**src/rtl/mac_hash_engine.sv**
```systemverilog
`timescale 1ns/1ps
module mac_hash_engine #(
  parameter int HOPS = 12
) (
  input  logic        clk,
  input  logic        rst_n,
  input  logic        req_valid,
  output logic        req_ready,
  input  logic [47:0] req_mac,
  input  logic        req_del,
  input  logic        req_skip,
  input  logic        req_rd,
  output logic        done,
  output logic        full,
  output logic        ram_en,
  output logic        ram_we,
  output logic [10:0] ram_addr,
  output logic [63:0] ram_wdata,
  input  logic [63:0] ram_rdata
);
  localparam int IDX_W = 11;
  localparam int HOP_W = $clog2(HOPS + 1);
  localparam logic [IDX_W-1:0] LAST_IDX = '1;
  localparam logic [HOP_W-1:0] LAST_HOP = HOP_W'(HOPS - 1);

  typedef enum logic [2:0] {ST_CLR, ST_IDLE, ST_RD, ST_CHK, ST_WR} state_t;
  state_t state;

  function automatic logic [7:0] rev8(input logic [7:0] x);
    for (int i = 0; i < 8; i++) rev8[i] = x[7-i];
  endfunction

  logic [15:0] hw;
  logic [31:0] lw;
  logic [8:0]  fold;
  logic [IDX_W-1:0] hash;
  logic [15:0] mh;
  logic [31:0] ml;
  logic [31:0] new_lo;
  logic [31:0] new_hi;

  assign hw   = {rev8(req_mac[47:40]), rev8(req_mac[39:32])};
  assign lw   = {rev8(req_mac[31:24]), rev8(req_mac[23:16]), rev8(req_mac[15:8]), rev8(req_mac[7:0])};
  assign fold = {lw[14:8], lw[1:0]} ^ lw[23:15] ^ {hw[0], lw[31:24]};
  assign hash = {lw[3:2], fold};

  assign mh = req_mac[47:32];
  assign ml = req_mac[31:0];
  assign new_lo = {ml[20], ml[19:16], ml[31:28], ml[27:24],
                   mh[7:4], mh[3:0], mh[15:12], mh[11:8], 3'b000};
  assign new_hi = {13'd0, ml[7:4], ml[3:0], ml[15:12], ml[11:8], ml[23:21]};

  logic [IDX_W-1:0] clr_idx;
  logic [IDX_W-1:0] idx;
  logic [HOP_W-1:0] hop;
  logic [28:0]      key_lo;
  logic [31:0]      key_hi;
  logic             key_skip, key_rd, del_q;

  logic slot_free, slot_match, stop_here;
  assign slot_free  = !ram_rdata[0];
  assign slot_match = ram_rdata[0] && ((ram_rdata | 64'h7) == {key_hi, key_lo, 3'b111});
  assign stop_here  = slot_free || slot_match;

  assign req_ready = (state == ST_IDLE);
  assign ram_en    = (state == ST_CLR) || (state == ST_RD) || (state == ST_WR);
  assign ram_we    = (state == ST_CLR) || (state == ST_WR);
  assign ram_addr  = (state == ST_CLR) ? clr_idx : idx;
  assign ram_wdata = ((state == ST_CLR) || del_q) ? 64'd0
                   : {key_hi, key_lo, key_rd, key_skip, 1'b1};

  always_ff @(posedge clk or negedge rst_n) begin
    if (!rst_n) begin
      state    <= ST_CLR;
      clr_idx  <= '0;
      idx      <= '0;
      hop      <= '0;
      key_lo   <= '0;
      key_hi   <= '0;
      key_skip <= 1'b0;
      key_rd   <= 1'b0;
      del_q    <= 1'b0;
      done     <= 1'b0;
      full     <= 1'b0;
    end else begin
      done <= 1'b0;
      full <= 1'b0;
      case (state)
        ST_CLR: begin
          clr_idx <= clr_idx + 1'b1;
          if (clr_idx == LAST_IDX) state <= ST_IDLE;
        end
        ST_IDLE: begin
          if (req_valid) begin
            idx      <= hash;
            hop      <= '0;
            key_lo   <= new_lo[31:3];
            key_hi   <= new_hi;
            key_skip <= req_skip;
            key_rd   <= req_rd;
            del_q    <= req_del;
            state    <= ST_RD;
          end
        end
        ST_RD: state <= ST_CHK;
        ST_CHK: begin
          if (stop_here) begin
            if (!del_q || slot_match) begin
              state <= ST_WR;
            end else begin
              state <= ST_IDLE;
              done  <= 1'b1;
            end
          end else if (hop == LAST_HOP) begin
            state <= ST_IDLE;
            done  <= 1'b1;
            full  <= !del_q;
          end else begin
            hop   <= hop + 1'b1;
            idx   <= idx + 1'b1;
            state <= ST_RD;
          end
        end
        ST_WR: begin
          state <= ST_IDLE;
          done  <= 1'b1;
        end
        default: state <= ST_IDLE;
      endcase
    end
  end

  logic [IDX_W-1:0] last_rd;
  logic [HOP_W-1:0] rd_seen;
  logic             rd_issue;
  assign rd_issue = ram_en && !ram_we;

  always_ff @(posedge clk or negedge rst_n) begin
    if (!rst_n) begin
      last_rd <= '0;
      rd_seen <= '0;
    end else begin
      if (req_valid && req_ready) rd_seen <= '0;
      else if (rd_issue) rd_seen <= rd_seen + 1'b1;
      if (rd_issue) last_rd <= ram_addr;
    end
  end

  p_full_with_done_r7: assert property (@(posedge clk) disable iff (!rst_n)
    full |-> done);
  p_done_pulse_r4: assert property (@(posedge clk) disable iff (!rst_n)
    done |=> !done);
  p_idle_quiet_r10: assert property (@(posedge clk) disable iff (!rst_n)
    req_ready |-> !ram_en);
  p_write_form_r3: assert property (@(posedge clk) disable iff (!rst_n)
    ram_we |-> (ram_wdata[0] || ram_wdata == 64'd0));
  p_probe_step_r5: assert property (@(posedge clk) disable iff (!rst_n)
    (rd_issue && rd_seen != '0) |-> ram_addr == last_rd + 1'b1);
  p_hop_bound_r11: assert property (@(posedge clk) disable iff (!rst_n)
    rd_issue |-> rd_seen < HOP_W'(HOPS));
endmodule

```
**config.mk**
```make
export PLATFORM = sky130hd
export DESIGN_NAME = mac_hash_engine
export DESIGN_NICKNAME = d
export VERILOG_FILES = /design/src/rtl/mac_hash_engine.sv
export SDC_FILE = /design/constraint.sdc
export NUM_CORES = 1
export LEC_CHECK = 0
export BUFFER_PORTS_ARGS = -buffer_cell sky130_fd_sc_hd__buf_2
export CORE_MARGIN = 1
export CORE_UTILIZATION = 45
export DETAILED_ROUTE_END_ITERATION = 12
export GPL_TIMING_DRIVEN = 1
export MAX_ROUTING_LAYER = met4
export PLACE_DENSITY = 0.75
export SLEW_MARGIN = 30
export SYNTH_ARGS = -nofsm -noshare
export SYNTH_HDL_FRONTEND = slang
export SYNTH_SLANG_ARGS = --single-unit
```
**constraint.sdc**
```tcl
create_clock -name clk -period 4.7 [get_ports clk]
set_clock_uncertainty 0.05 [all_clocks]
set_input_delay 0.235 -clock clk [delete_from_list [all_inputs] [get_ports clk]]
set_output_delay 0.235 -clock clk [all_outputs]
set_load 0.02 [all_outputs]
```
==> results.txt <==
CTS Hold Bufs = 1
GP Congestion = 0.826
PostCTS Resize Cnt = 0
Hold Vio Cnt, Final = 0
Min-Delay Path Class = in2reg
Part of the power in the clock network = 0.136
TNS Setup = 0 ps
Data required, critical path = 4880 ps
Area delta synth->final = 24.7%
Sw Ratio = 0.466
DP Wirelength = 9990 um
First-pass GRT wire length = 21900 um
Wire per inst = 15.5 um
Drt drc = 0
Root Buffer = clkbuf_8
Clock-pin slew on the worst setup and hold paths = 80 ps
First DRT Iteration DRCs = 211
Via/cell ratio = 5.11
Tmin final = 2770 ps
Area of the die = 0.0112 mm^2
Bufs on Longest Clock Path = 2
First-pass iteration count of the detailed router = 5
Yosys cell types = 44
Fraction of layout cells with a size suffix above 1 = 0.291
Synth top cells by count = nand2_1 (171), dfrtp_1 (82), and2_1 (51)
Total clock sinks = 82
GRT Residual Overflow = 0
Area contributors post-synth = dfrtp_1 (42%), nand2_1 (13%), xor2_1 (7.4%)
Cell Pwr Density = 636 mW/mm^2
Post-CTS Setup Inserts = 0
Htree depth = 3
Max Cap Viol = 0
Cells after Synth = 565
Final period util = 0.590
Cts bufs inserted = 9
FP Rows = 37
Slew headroom = 0.444
Type of the worst setup path = reg2reg
Post-synthesis register bit count = 82
RSZ-0062 raised after global routing = no
Sw power = 1.79 mW
Crit path max fanout = 25
Peak Freq = 361 MHz
Tot Pwr = 3.85 mW
Routed WL = 13600 um
Critical path arrival = 2950 ps
Final setup vio count = 0
Die Wd = 106 um
Mean post-synth cell area = 8.59 um^2
Most common cell in the netlist = nand2_1
Gr usage total = 0.257
Netlist Area Pre-Place = 0.00485 mm^2
Critical Path Start Type = flop
Antenna Nets Post-Route = 0
Synth top area share = 0.423
Initial antenna violation count = 1
Number of global-route vias before repair = 4430
Die height = 106 um
Seq/Total Area, Yosys = 0.423
Slew at the pin with the worst max-slew slack = 834 ps
Ys flop type = dfrtp_1
Yosys warns = 0
Peak VDD IR = 401 uV
Num ports = 198
Worst skew pair latency = 350 ps
CP endpoint kind = flop
R2R cell count = 5
P_int = 2.05 mW
Final nets = 859
CTS tree = done
Logic pwr share = 0.520
EDFF count, synth = 0
Part of the power in registers = 0.344
Vias = 4501
Largest net degree at the start of global routing = 83
Core area = 0.0104 mm^2
Outcome = completed
Port Buffers = 182
Leak = 3.15 nW
Async set-or-reset flop fraction in the synthesized netlist = 1.00
Leading area contributor after synthesis = dfrtp_1
Max-slew violation count = 0
Starting Density = 0.468
Worst hold path stage count = 3
per-stage QoR:
step                utilization  cells  area [um^2]  setup WS, ps  hold slack (ps)
floorplan                     -    577         4900          2490             -111
global placement          0.562    861         5830          1670              375
detailed placement        0.563    861         5830          1600              296
CTS                       0.583    878         6040          1650             7.81
global route              0.584    880         6050          1730             16.4
finish                    0.584    880         6050          1930             19.3
flip-flops by register name, indices dropped and copies added (netlist names):
name and flops:
full 1, key_skip 1, clr_idx 11, state 3
key_hi 19, hop 4, key_lo 29, done 1
idx 11, del_q 1, key_rd 1
power groups by stage:
stage / registers (mW) / clock network (mW) / logic [mW]
floorplan: 1.23 / 0 / 1.43
finish: 1.32 / 0.524 / 2.00
CTS: 1.32 / 0.533 / 2.01
global placement: 1.32 / 0 / 1.95
detailed placement: 1.32 / 0 / 2.00
global route: 1.37 / 0.563 / 2.20
routing by layer:
| layer | vias to the layer above | GRT usage | share of wire |
|---|---|---|---|
| met4 | 0 | 0.0794 | 0.016 |
| met5 | - | - | 0 |
| li1 | 2174 | - | - |
| met2 | 148 | 0.426 | 0.50 |
| met3 | 12 | 0.0470 | 0.056 |
| met1 | 2167 | 0.320 | 0.43 |
area by class of cell:
cell class,count,area (um^2)
Multi-Input combinational cell,451,2640
Timing Repair Buffer,188,965
Inverter,6,22.5
Fill cell,956,4320
Clock buffer,14,163
Tap cell,136,170
Sequential cell,82,2050
Clock inverter,2,35.0
Antenna cell,1,2.50
final timing paths:
check / start / endpoint / slack [ps]
max in group asynchronous: rst_n / key_hi[14]$_DFFE_PN0P_ / 3600
hold reg to reg: key_rd$_DFFE_PN0P_ / key_rd$_DFFE_PN0P_ / 440
setup reg to reg: state[2]$_DFFE_PN0P_ / idx[1]$_DFFE_PN0P_ / 1930
min in group asynchronous: rst_n / done$_DFF_PN0_ / 420
hold / removal: req_mac[32] / key_lo[8]$_DFFE_PN0P_ / 20
setup / recovery: state[2]$_DFFE_PN0P_ / idx[1]$_DFFE_PN0P_ / 1930
cells in the final DEF (no fill, tap or decap), drive strengths merged, types with 7 or more instances in the layout:
master and count:
clkbuf 14, nand4 11, nand3 14, xnor2 35
nand2 171, o21ai 13, nor4 12, and2 51
mux2 9, nor2 15, nor3 7, xor2 41
conb 13, dfrtp 82, buf 187, a21oi 9
kinds of logic after synthesis:
| logic type | share of synthesized area |
|---|---|
| XOR/XNOR | 0.137 |
| buffers and inverters | 0.0449 |
| adder cells (fa/ha/maj) | 0.00774 |
| AO/OA/AOI/OAI | 0.0683 |
| AND/OR/NAND/NOR | 0.289 |
| other | 0.000773 |
| flip-flops | 0.423 |
| multiplexers | 0.0291 |
worst max-delay path, cell delays in order (launching register included):
cell and delay [ps]:
dfrtp_1 450, and3b_1 790, and2_1 250, a21oi_1 240
a21oi_2 480, mux2_2 390
No activity file was read; power rests on OpenSTA's default activity.
